[config.mk]
export PLATFORM = sky130hd
export DESIGN_NAME = chg_slope_term
export DESIGN_NICKNAME = d
export VERILOG_FILES = /design/src/rtl/chg_slope_term.sv
export SDC_FILE = /design/constraint.sdc
export NUM_CORES = 1
export LEC_CHECK = 0
export BUFFER_PORTS_ARGS = -buffer_cell sky130_fd_sc_hd__buf_2
export CAP_MARGIN = 15
export CORE_MARGIN = 1
export CORE_UTILIZATION = 56
export CTS_CLUSTER_SIZE = 24
export DETAILED_ROUTE_END_ITERATION = 7
export PLACE_DENSITY = 0.75
export SYNTH_ARGS = -nofsm -noshare
export SYNTH_HDL_FRONTEND = slang
export SYNTH_SLANG_ARGS = --single-unit
export TNS_END_PERCENT = 10
[constraint.sdc]
create_clock -name clk -period 2.45 [get_ports clk]
set_input_delay 0.1225 -clock clk [delete_from_list [all_inputs] [get_ports clk]]
set_output_delay 0.1225 -clock clk [all_outputs]
set_load 0.05 [all_outputs]
[src/rtl/chg_slope_term.sv]
module chg_slope_term #(
  parameter int ADC_W      = 12,
  parameter int NDV_DROP   = 12,
  parameter int PVD_DROP   = 6,
  parameter int SLOPE_DROP = 16,
  parameter int HOLD_SAMP  = 3,
  parameter int VN_PVD     = 32,
  parameter int VN_NDV     = 16,
  parameter int TN         = 16
) (
  input  logic             clk,
  input  logic             rst_n,
  input  logic             fast_on,
  input  logic             sample_tick,
  input  logic [1:0]       mode_sel,
  input  logic             win_ok,
  input  logic             vc_valid,
  input  logic [ADC_W-1:0] vc_code,
  input  logic             tc_valid,
  input  logic [ADC_W-1:0] tc_code,
  input  logic             term_clr,
  output logic             term_req,
  output logic [1:0]       term_why
);
  localparam int VSH_P = $clog2(VN_PVD);
  localparam int VSH_N = $clog2(VN_NDV);
  localparam int TSH   = $clog2(TN);
  localparam int SUM_W = ADC_W + VSH_P;
  localparam int CNT_W = VSH_P + 1;
  localparam int HO_W  = $clog2(HOLD_SAMP + 1) + 1;
  localparam logic [1:0] M_NDV = 2'b01;
  localparam logic [1:0] M_PVD = 2'b10;
  localparam logic [1:0] W_SLOPE = 2'b11;

  logic fast_d, fast_rise, burst_go;
  logic v_busy, v_rdy, v_last;
  logic [1:0] v_mode;
  logic [CNT_W-1:0] v_cnt, v_n_m1;
  logic [SUM_W-1:0] v_sum, v_sum_nx;
  logic [ADC_W-1:0] v_avg;
  logic t_busy, t_rdy, t_last;
  logic [CNT_W-1:0] t_cnt;
  logic [SUM_W-1:0] t_sum, t_sum_nx;
  logic [ADC_W-1:0] t_avg;
  logic [ADC_W-1:0] peak, t1, t2, v_fall, t_fall;
  logic p_vld;
  logic [1:0] t_hist;
  logic [HO_W-1:0] ho_cnt;
  logic ndv_hit, pvd_hit, slope_hit;

  assign fast_rise = fast_on & ~fast_d;
  assign burst_go  = sample_tick & fast_on & ~fast_rise;

  // voltage burst averaging
  assign v_n_m1   = (v_mode == M_PVD) ? CNT_W'(VN_PVD - 1) : CNT_W'(VN_NDV - 1);
  assign v_sum_nx = v_sum + {{(SUM_W-ADC_W){1'b0}}, vc_code};
  assign v_last   = v_busy & vc_valid & (v_cnt == v_n_m1);

  always_ff @(posedge clk or negedge rst_n) begin
    if (!rst_n) begin
      v_busy <= 1'b0; v_rdy <= 1'b0; v_mode <= 2'b00;
      v_cnt <= '0; v_sum <= '0; v_avg <= '0;
    end else if (fast_rise) begin
      v_busy <= 1'b0; v_rdy <= 1'b0; v_cnt <= '0; v_sum <= '0;
    end else if (burst_go) begin
      v_busy <= 1'b1; v_rdy <= 1'b0; v_mode <= mode_sel;
      v_cnt <= '0; v_sum <= '0;
    end else begin
      v_rdy <= v_last;
      if (v_busy && vc_valid) begin
        v_cnt <= v_cnt + 1'b1;
        v_sum <= v_sum_nx;
        if (v_last) begin
          v_busy <= 1'b0;
          v_avg  <= (v_mode == M_PVD) ? ADC_W'(v_sum_nx >> VSH_P)
                                      : ADC_W'(v_sum_nx >> VSH_N);
        end
      end
    end
  end


  vcnt_bound_chk: assert property (@(posedge clk) disable iff (!rst_n)
    v_busy |-> (v_cnt <= v_n_m1));

  // temperature burst averaging
  assign t_sum_nx = t_sum + {{(SUM_W-ADC_W){1'b0}}, tc_code};
  assign t_last   = t_busy & tc_valid & (t_cnt == CNT_W'(TN - 1));

  always_ff @(posedge clk or negedge rst_n) begin
    if (!rst_n) begin
      t_busy <= 1'b0; t_rdy <= 1'b0; t_cnt <= '0; t_sum <= '0; t_avg <= '0;
    end else if (fast_rise) begin
      t_busy <= 1'b0; t_rdy <= 1'b0; t_cnt <= '0; t_sum <= '0;
    end else if (burst_go) begin
      t_busy <= 1'b1; t_rdy <= 1'b0; t_cnt <= '0; t_sum <= '0;
    end else begin
      t_rdy <= t_last;
      if (t_busy && tc_valid) begin
        t_cnt <= t_cnt + 1'b1;
        t_sum <= t_sum_nx;
        if (t_last) begin
          t_busy <= 1'b0;
          t_avg  <= ADC_W'(t_sum_nx >> TSH);
        end
      end
    end
  end


  tcnt_bound_chk: assert property (@(posedge clk) disable iff (!rst_n)
    t_busy |-> (t_cnt <= CNT_W'(TN - 1)));

  // termination criteria
  assign v_fall = (peak > v_avg) ? peak - v_avg : '0;
  assign t_fall = (t2 > t_avg) ? t2 - t_avg : '0;

  assign ndv_hit = fast_on & v_rdy & p_vld & win_ok & (v_mode == M_NDV) &
                   (ho_cnt >= HO_W'(HOLD_SAMP)) & (v_fall >= ADC_W'(NDV_DROP));
  assign pvd_hit = fast_on & v_rdy & p_vld & win_ok & (v_mode == M_PVD) &
                   (v_fall >= ADC_W'(PVD_DROP));
  assign slope_hit = fast_on & t_rdy & (t_hist == 2'd2) &
                     (t_fall >= ADC_W'(SLOPE_DROP));

  always_ff @(posedge clk or negedge rst_n) begin
    if (!rst_n) begin
      peak <= '0; p_vld <= 1'b0; ho_cnt <= '0;
      t1 <= '0; t2 <= '0; t_hist <= '0;
    end else if (fast_rise) begin
      peak <= '0; p_vld <= 1'b0; ho_cnt <= '0; t_hist <= '0;
    end else begin
      if (fast_on && v_rdy) begin
        p_vld <= 1'b1;
        if (!p_vld || v_avg > peak) peak <= v_avg;
        if (ho_cnt < HO_W'(HOLD_SAMP)) ho_cnt <= ho_cnt + 1'b1;
      end
      if (fast_on && t_rdy) begin
        t2 <= t1;
        t1 <= t_avg;
        if (t_hist != 2'd2) t_hist <= t_hist + 1'b1;
      end
    end
  end

  always_ff @(posedge clk or negedge rst_n) begin
    if (!rst_n) begin
      term_req <= 1'b0; term_why <= 2'b00;
    end else if (fast_rise) begin
      term_req <= 1'b0; term_why <= 2'b00;
    end else if (!term_req && (slope_hit || ndv_hit || pvd_hit)) begin
      term_req <= 1'b1;
      term_why <= slope_hit ? W_SLOPE : (ndv_hit ? M_NDV : M_PVD);
    end else if (term_clr) begin
      term_req <= 1'b0; term_why <= 2'b00;
    end
  end


  term_hold_chk: assert property (@(posedge clk) disable iff (!rst_n)
    (term_req && !term_clr && !fast_rise) |=> (term_req && $stable(term_why)));


  why_match_chk: assert property (@(posedge clk) disable iff (!rst_n)
    term_req == (term_why != 2'b00));


  rise_src_chk: assert property (@(posedge clk) disable iff (!rst_n)
    $rose(term_req) |-> $past(v_rdy || t_rdy));


  ndv_holdoff_chk: assert property (@(posedge clk) disable iff (!rst_n)
    ($rose(term_req) && term_why == M_NDV) |-> $past(ho_cnt >= HO_W'(HOLD_SAMP)));


  restart_clr_chk: assert property (@(posedge clk) disable iff (!rst_n)
    fast_rise |=> (!term_req && !p_vld && t_hist == 2'd0));

  always_ff @(posedge clk or negedge rst_n) begin
    if (!rst_n) fast_d <= 1'b0;
    else        fast_d <= fast_on;
  end
endmodule

==> results of run 1 <==
==> cell usage after synthesis, drive strengths merged (13+ instances only) <==
library cell	number	area share, %
nor2	63	3.2
dfrtp	121	41
a211oi	13	1.4
a21o	13	1.3
ha	53	8.9
mux2	17	2.6
o21ai	45	3.1
xor2	27	3.2
a21oi	60	4.0
nand4	13	1.1
inv	47	2.4
nand3	30	2.0
xnor2	27	3.2
clkbuf	21	1.1
nor3	14	1.0
o31ai	16	1.6
nand2	92	4.6
==> power by group through the flow <==
stage	Sequential (uW)	Combinational (uW)	Clock (uW)
final	2150	937	2310
after global routing	2160	1030	2430
after CTS	2150	888	2330
after detailed placement	2180	858	0
after floorplan	2160	594	0
after global placement	2170	826	0
==> logic make-up after synthesis <==
group	share of synthesized area, %
and+or+nand+nor	16.7
AOI/OAI and AO/OA	18.8
DFF	40.7
buffers and inverters	4.17
adders and majority gates	9.99
xor gates and xnor gates	6.36
muxes	3.25
==> registers in the layout, indices dropped and copies added, names as in the netlist <==
register  flops
ho_cnt        3
t_cnt         6
t2           12
t_rdy         1
t_hist        2
v_cnt         6
term_why      2
t_sum        16
t_busy        1
v_avg        12
t_avg        12
v_busy        1
peak         12
p_vld         1
v_sum        17
v_rdy         1
t1           12
v_mode        2
term_req      1
fast_d        1
==> worst register-to-register path: cells and delay by family, from the launching register on <==
family          cells  cell delay [ns]
simple gates        3             0.28
flops               1             0.41
buf+inv             1             0.16
fa+ha+maj           2             0.54
xor+xnor            1             0.22
compound gates      4             0.87
==> area by class of cell <==
cell class | count | area, um2
Fill cell | 953 | 3700
Clock buffer | 23 | 468
Tap cell | 172 | 215
Timing Repair Buffer | 105 | 742
Sequential cell | 121 | 3030
Multi-Input combinational cell | 610 | 4370
Clock inverter | 7 | 71.3
Inverter | 48 | 180
==> layer usage <==
layer / global-route usage, % / wire (um)
met1: 37.6 / 8340
met2: 46.9 / 8800
met3: 6.39 / 855
met4: 7.93 / 241
met5: 0 / 0
==> worst paths after layout <==
kind / depth (start not counted) / slack (ns) / endpoint / startpoint
setup / recovery: 11 / -0.16 / v_sum[16] / v_sum[0]
hold / removal: 3 / 0.05 / v_busy / sample_tick
setup reg to reg: 11 / -0.16 / v_sum[16] / v_sum[0]
hold reg to reg: 2 / 0.48 / t1[11] / t1[11]
max in group asynchronous: 3 / 1.42 / t_avg[8] / rst_n
min in group asynchronous: 2 / 0.29 / peak[10] / rst_n
==> timing repair <==
item,in CTS,in global routing
cloned,0,0
endpoints found under the hold margin,59,0
setup endpoints to repair,20,37
setup buffers,2,3
hold buffers,5,0
resized for setup,38,19
pin swaps,20,8
==> through the flow <==
step           utilization, %  setup slack (ns)  hold slack [ns]  std cells  area (um2)
2_1_floorplan               -           -0.0178           -0.173        810        7450
3_3_place_gp             64.1            -0.154            0.226       1046        8180
3_5_place_dp             64.1            -0.294            0.232       1046        8180
4_1_cts                  70.0            -0.170           0.0291       1083        8950
5_1_grt                  71.0            -0.257           0.0577       1086        9070
6_report                 71.0            -0.160           0.0490       1086        9070
==> impl_metrics.json, run 1 <==
{
  "setup_viol": 16,
  "synth-edff-count": 0,
  "worstSetupStartpointType": "flip-flop",
  "crit_path_end_kind": "flip-flop",
  "fin_tns_setup_ns": -1.28,
  "cts_max_path_buffers": 2,
  "crit_type": "reg2reg",
  "drc": 0,
  "grt_pass1_vias": 6333,
  "initial_core_util_pct": 58.2,
  "synthCells": 810,
  "track_usage_pct": 28.4,
  "vias": 6428,
  "min_path_type": "in2reg",
  "cts-root-buf": "clkbuf_16",
  "mappedNetlistArea_um2": 7440,
  "ys_types": 68,
  "h-tree-depth": 4,
  "clk_pin_slew_ns": 0.06,
  "clk_latency_ns": 0.42,
  "cts_made_buffers": 17,
  "relSlewSlack_pct": 49.8,
  "final_common_cell": "dfrtp_1",
  "path_cells": "ha_4 -> fa_2 -> a211oi_2 -> o21a_1 -> o21ai_2 -> a2111oi_4 -> nor3_4 -> buf_4 -> nand4_1 -> xor2_1 -> nor2_1",
  "cts_sinks": 121,
  "syn2layout_area_growth_pct": 21.9,
  "violations": "negative setup slack",
  "hpwl_um": 12500,
  "min_period_ns": 2.61,
  "rsz0062_at_grt": "true",
  "overflow": 0,
  "critPathMaxStageDelay_ns": 0.41,
  "synthArstFlopShare_pct": 100,
  "grt_max_degree": 59,
  "fin_crit_sh_pct": 107,
  "finalHoldViolCount": 0,
  "yosysSeqAreaShare_pct": 40.7,
  "wl_per_cell_um": 16.8,
  "drive_above_1_share_pct": 22.2,
  "core_area_um2": 12800,
  "path_buf_inv": 1,
  "wirelength_um": 18200,
  "syn_avg_cell_area_um2": 9.18,
  "num_io_pins": 37,
  "cts_tree": "done",
  "cp_data_required_time_ns": 2.73,
  "ir_worst_vdd_uv": 648,
  "die_w_um": 117,
  "synth.net_count": 901,
  "p_sw_uw": 1500,
  "layout.nets": 994,
  "antenna_found_initial": 0,
  "layout_common_cells": "121 x dfrtp_1, 91 x nand2_1, 62 x nor2_1, 62 x buf_4, 54 x a21oi_1",
  "power.total_uw": 5400,
  "synth-seq-cells": 121,
  "critical-path-top-delay-family": "compound AO/OA/AOI/OAI gates",
  "tightest_slew_ns": 0.754,
  "io_buffers": 36,
  "cpMaxStageDelayCell": "dfrtp_1",
  "die_area_um2": 13700,
  "drtPass1Iterations": 5,
  "crit_fanout": 4,
  "status": "finished with violations",
  "chipHeight_um": 117,
  "p_int_uw": 3890,
  "avgViaCountPerCell": 5.92,
  "critPathArrivalTime_ns": 2.89,
  "fin_skew_ns": 0.00985,
  "drv_cap": 0,
  "switching_share_pct": 27.9,
  "ys.flop_type": "dfrtp_1",
  "p_clk_share_pct": 42.8,
  "powerDensity_nw_per_um2": 595,
  "power_frac_seq_pct": 39.9,
  "combinationalPowerShare_pct": 17.4,
  "ant_nets": 0,
  "fmax_mhz": 383,
  "layout_setup_ws_ns": -0.160,
  "synth-warning-count": 0,
  "grt_pass1_wl_um": 29900,
  "rows": 41,
  "drtIter0Drc": 496,
  "finalMaxSlewViolations": 0,
  "routabilityCongestion": 0.917,
  "p_leak_uw": 0.00421,
  "diodes": 0
}
Power figures use the tool's default switching activity.
==> inputs of run 2 (changes only) <==
CELL_PAD_IN_SITES_DETAIL_PLACEMENT = 1   (was not set)
CELL_PAD_IN_SITES_GLOBAL_PLACEMENT = 2   (was not set)
CORE_UTILIZATION = 36   (was 56)
REMOVE_ABC_BUFFERS = 1   (was not set)
==> run 2 against run 1 <==
The flow still finishes with violations (negative setup slack); sequential share of layout area shrank 1.5 points; non-clock buffer count rose by 22; wire length grew 11%; clock power increased by 26%; count of clock-buffer cells in the layout is 3 lower; via count shrank 0.72%; first-iteration DRC count shrank 53%; sequential cell count stayed put; worst hold slack gained 0.033 ns; critical path depth unchanged; critical path type unchanged.
==> impl_metrics.json, run 2 (same netlist as run 1, synthesis figures left out) <==
{
  "clk_latency_ns": 0.42,
  "cts_tree": "done",
  "core_area_um2": 20200,
  "layout_setup_ws_ns": -0.208,
  "drc": 0,
  "ant_nets": 0,
  "cts_made_buffers": 17,
  "fin_skew_ns": 0.0110,
  "power_frac_seq_pct": 35.7,
  "finalHoldViolCount": 0,
  "grt_max_degree": 48,
  "ir_worst_vdd_uv": 526,
  "critPathArrivalTime_ns": 2.91,
  "regMostFlops": "v_sum",
  "fillers": 2287,
  "min_path_type": "in2reg",
  "crit_type": "reg2reg",
  "vias": 6382,
  "cts_sinks": 121,
  "violations": "negative setup slack",
  "largest_reg_flops": 17,
  "worstSetupStartpointType": "flip-flop",
  "clk_pin_slew_ns": 0.06,
  "finalInstanceArea_um2": 9490,
  "multi_input_area_um2": 4360,
  "fin_tns_setup_ns": -1.34,
  "die_area_um2": 21200,
  "tightest_slew_ns": 0.828,
  "drtIter0Drc": 233,
  "cp_data_required_time_ns": 2.70,
  "cpMaxStageDelayCell": "o41a_1",
  "fmax_mhz": 376,
  "cts-root-buf": "clkbuf_16",
  "hpwl_um": 14800,
  "relSlewSlack_pct": 44.7,
  "switching_share_pct": 26.2,
  "p_leak_uw": 0.00440,
  "fin_crit_sh_pct": 108,
  "drv_cap": 0,
  "num_io_pins": 37,
  "drtPass1Iterations": 5,
  "track_usage_pct": 20.0,
  "min_period_ns": 2.66,
  "p_sw_uw": 1580,
  "status": "finished with violations",
  "path_cells": "inv_1 -> ha_2 -> fa_2 -> and3b_2 -> buf_6 -> o31a_1 -> nor4_2 -> nand3_1 -> o41a_1 -> nor4bb_2 -> a211oi_1",
  "syn2layout_area_growth_pct": 27.5,
  "io_buffers": 36,
  "powerDensity_nw_per_um2": 634,
  "initial_core_util_pct": 36.8,
  "seq_area_um2": 3030,
  "layout.nets": 1016,
  "p_clk_share_pct": 48.2,
  "grt_pass1_wl_um": 34200,
  "die_w_um": 146,
  "rsz0062_at_grt": "true",
  "drive_above_1_share_pct": 24.5,
  "finalMaxSlewViolations": 0,
  "place_ws_ns": -0.382,
  "h-tree-depth": 4,
  "wl_per_cell_um": 16.8,
  "reg.largest.list": "v_sum (17), t_sum (16)",
  "avgViaCountPerCell": 5.28,
  "critical-path-top-delay-family": "simple AND/OR/NAND/NOR gates",
  "combinationalPowerShare_pct": 16.2,
  "final_common_cell": "dfrtp_1",
  "chipHeight_um": 146,
  "crit_fanout": 3,
  "layout_common_cells": "121 x dfrtp_1, 92 x nand2_1, 85 x buf_4",
  "overflow": 0,
  "crit_path_end_kind": "flip-flop",
  "antenna_found_initial": 0,
  "rows": 52,
  "place_area_um2": 8460,
  "final_util_pct": 46.9,
  "grt_pass1_vias": 6951,
  "path_buf_inv": 2,
  "diodes": 0,
  "critPathMaxStageDelay_ns": 0.39,
  "routabilityCongestion": 0.856,
  "cts_max_path_buffers": 2,
  "setup_viol": 13,
  "wirelength_um": 20300,
  "p_int_uw": 4440
}
==> run 2: changes by cell type in the layout (fill, tap and decap cells not counted), sizes merged <==
| cell | before | now |
|---|---|---|
| buf | 100 | 123 |
| bufinv | 1 | 6 |
| clkbuf | 23 | 20 |
| clkinv | 4 | 6 |
| clkinvlp | 3 | 1 |
| dlygate4sd3 | 5 | 4 |
==> run 2: cell type report <==
type	instances	area share, %
Clock buffer	20	4.81
Clock inverter	12	2.32
Inverter	48	1.90
Multi-Input combinational cell	610	46.0
Sequential cell	121	31.9
Tap cell	270	3.56
Timing Repair Buffer	127	9.53
==> run 2: power groups by stage <==
| stage | logic [uW] | clock network (uW) | registers (uW) |
|---|---|---|---|
| global placement | 877 | 0 | 2170 |
| CTS | 951 | 2950 | 2140 |
| finish | 973 | 2900 | 2150 |
| detailed placement | 914 | 0 | 2180 |
| global route | 1080 | 3040 | 2160 |
| floorplan | 575 | 0 | 2160 |
==> run 2: repair_timing <==
action	CTS	global route
hold endpoints to repair	47	0
resized for setup	32	28
buffers inserted	3	4
endpoints found under the setup margin	32	40
hold buffers	4	0
pin swaps	23	22
==> run 2: metal layers <==
metal | track usage (%) | up-vias | share of wire, %
met5 | 0 | - | 0
met4 | 6.26 | 0 | 0.99
met3 | 3.32 | 18 | 2.5
met2 | 33.3 | 72 | 49
met1 | 26.6 | 3175 | 48
li1 | - | 3117 | -
==> run 2: per-stage QoR <==
stage	hold WS (ns)	std cells	power (uW)
after global placement	0.169	1165	3050
after CTS	0.0492	1204	6050
after floorplan	-0.173	779	2730
after detailed placement	0.176	1165	3090
after global routing	0.0840	1208	6280
final	0.0819	1208	6020
==> run 2: worst paths after layout <==
path	from	to	slack, ns	cells past startpoint
worst max-delay path	t2[0]	term_why[1]	-0.21	11
worst min-delay path	fast_on	fast_d	0.08	2
worst max register to register	t2[0]	term_why[1]	-0.21	11
worst min register to register	t1[4]	t1[4]	0.48	2
max in group asynchronous	rst_n	t_cnt[3]	1.32	3
min in group asynchronous	rst_n	t2[4]	0.27	2
==> inputs of run 3 (changes only) <==
BUFFER_PORTS_ARGS = -buffer_cell sky130_fd_sc_hd__buf_4   (was -buffer_cell sky130_fd_sc_hd__buf_2)
==> run 3 against run 2 <==
The run still ends with negative setup slack left; wire length decreased by 0.75%; sequential share of layout area about the same; fmax increased by 0.31%; cell area about the same; register-to-register slack about the same; global-route usage decreased by 0.25 points; total power decreased by 4.3%; core utilization about the same; die area unchanged; clock power decreased by 8.3%; combinational power decreased by 2%; critical endpoint unchanged.
==> impl_metrics.json, run 3 (same netlist as run 1, synthesis figures left out) <==
{
  "status": "finished with violations",
  "violations": "negative setup slack",
  "use_met3_pct": 3.48,
  "die_w_um": 146,
  "tightest_slew_ns": 0.844,
  "core_area_um2": 20200,
  "min_path_type": "in2reg",
  "diodes": 0,
  "critPathArrivalTime_ns": 2.90,
  "worstSetupStartpointType": "flip-flop",
  "combinationalPowerShare_pct": 16.6,
  "cts_made_buffers": 17,
  "regMostFlops": "v_sum",
  "layout.nets": 1010,
  "cts_tree": "done",
  "track_usage_pct": 19.8,
  "grt_pass1_wl_um": 33900,
  "fin_tns_setup_ns": -1.32,
  "routabilityCongestion": 0.865,
  "h-tree-depth": 4,
  "p_clk_share_pct": 46.2,
  "crit_fanout": 7,
  "met1_usage_pct": 25.5,
  "fin_crit_sh_pct": 108,
  "vias": 6298,
  "grt_max_degree": 49,
  "cts_max_path_buffers": 2,
  "avgViaCountPerCell": 5.24,
  "setup_viol": 16,
  "drv_cap": 0,
  "p_sw_uw": 1560,
  "hp-start": "sample_tick",
  "finalHoldViolCount": 0,
  "num_io_pins": 37,
  "crit_path_start": "t_avg[5]",
  "syn2layout_area_growth_pct": 27.6,
  "largest_reg_flops": 17,
  "clk_latency_ns": 0.42,
  "hold-path-cell-count": 3,
  "cts_sinks": 121,
  "layout_setup_ws_ns": -0.199,
  "drtIter0Drc": 162,
  "hpwl_um": 14500,
  "clk_pin_slew_ns": 0.06,
  "rsz0062_at_grt": "true",
  "stdcell_count": 1201,
  "powerDensity_nw_per_um2": 607,
  "top_usage_layer": "met2",
  "cts-root-buf": "clkbuf_16",
  "io_buffers": 36,
  "cp_data_required_time_ns": 2.70,
  "wirelength_um": 20200,
  "r2r_cells": 9,
  "relSlewSlack_pct": 43.6,
  "grt_pass1_vias": 6912,
  "overflow": 0,
  "drc": 0,
  "seq_area_um2": 3030,
  "drtPass1Iterations": 4,
  "crit_path_end_kind": "flip-flop",
  "chipHeight_um": 146,
  "wl_per_cell_um": 16.8,
  "layout_common_cells": "121 x dfrtp_1, 112 x buf_4, 92 x nand2_1",
  "final_common_cell": "dfrtp_1",
  "die_area_um2": 21200,
  "multi_input_area_um2": 4360,
  "initial_core_util_pct": 36.8,
  "fmax_mhz": 377,
  "fillers": 2298,
  "power_frac_seq_pct": 37.2,
  "antenna_found_initial": 0,
  "min_period_ns": 2.65,
  "switching_share_pct": 27.0,
  "ant_nets": 0,
  "fin_skew_ns": 0.00929,
  "dp_cells": 1161,
  "p_int_uw": 4200,
  "crit_type": "reg2reg",
  "p_leak_uw": 0.00435,
  "drive_above_1_share_pct": 23.7,
  "reg2reg_from": "t_avg[5]",
  "ir_worst_vdd_uv": 476,
  "finalMaxSlewViolations": 0,
  "reg.largest.list": "v_sum (17), t_sum (16)",
  "rows": 52,
  "grtUsageMet2_pct": 33.8
}
-- run 3: path summary, 6_finish.rpt --
kind,slack [ns],endpoint
worst max-delay path,-0.20,term_why[1]
max in group asynchronous,1.44,t2[6]
min in group asynchronous,0.28,t1[5]
worst min register to register,0.48,t_avg[7]
worst max register to register,-0.20,term_why[1]
worst min-delay path,0.09,v_busy
-- run 3: power by group through the flow --
stage,Combinational [uW],Sequential (uW),Clock (uW)
finish,957,2140,2660
global route,1070,2150,2800
CTS,965,2140,2720
detailed placement,925,2180,0
global placement,891,2170,0
floorplan,575,2160,0
-- run 3: timing repair --
action | 4_1_cts | 5_1_grt
buffers inserted | 2 | 2
hold buffers | 5 | 0
pin swaps | 17 | 12
hold endpoints to repair | 50 | 0
endpoints found under the setup margin | 34 | 39
resized for setup | 33 | 25
-- run 3: per-layer routing --
metal	up-vias	routed length [um]
met4	0	239
met5	-	0
met2	58	9730
met1	3119	9690
li1	3104	-
met3	17	495
-- run 3: stage by stage --
step	power, uW	util [%]	hold WS (ns)	setup slack (ns)	cell area, um2
2_1_floorplan	2730	-	-0.173	-0.393	7310
3_3_place_gp	3060	42.1	0.204	-0.343	8530
3_5_place_dp	3100	42.1	0.212	-0.330	8530
4_1_cts	5820	46.2	0.0740	-0.240	9350
5_1_grt	6030	46.9	0.0829	-0.336	9490
6_report	5760	46.9	0.0864	-0.199	9490
-- run 3: critical path, cell delays in order, from the launching register on --
cell and delay, ns:
dfrtp_1 0.35, inv_1 0.08, ha_1 0.29, nor4_1 0.59, a22oi_2 0.11, mux2_2 0.25
nand3_1 0.08, o41a_1 0.38, nor4bb_2 0.29, a211oi_1 0.07
-- run 3: final cells by class --
cell class / instances / area share, %
clock inverter: 12 / 1.85
clock buffer: 19 / 4.67
sequential: 121 / 31.9
inverter: 48 / 1.90
multi-input combinational: 610 / 46.0
timing repair buffer: 121 / 10.1
tap: 270 / 3.56
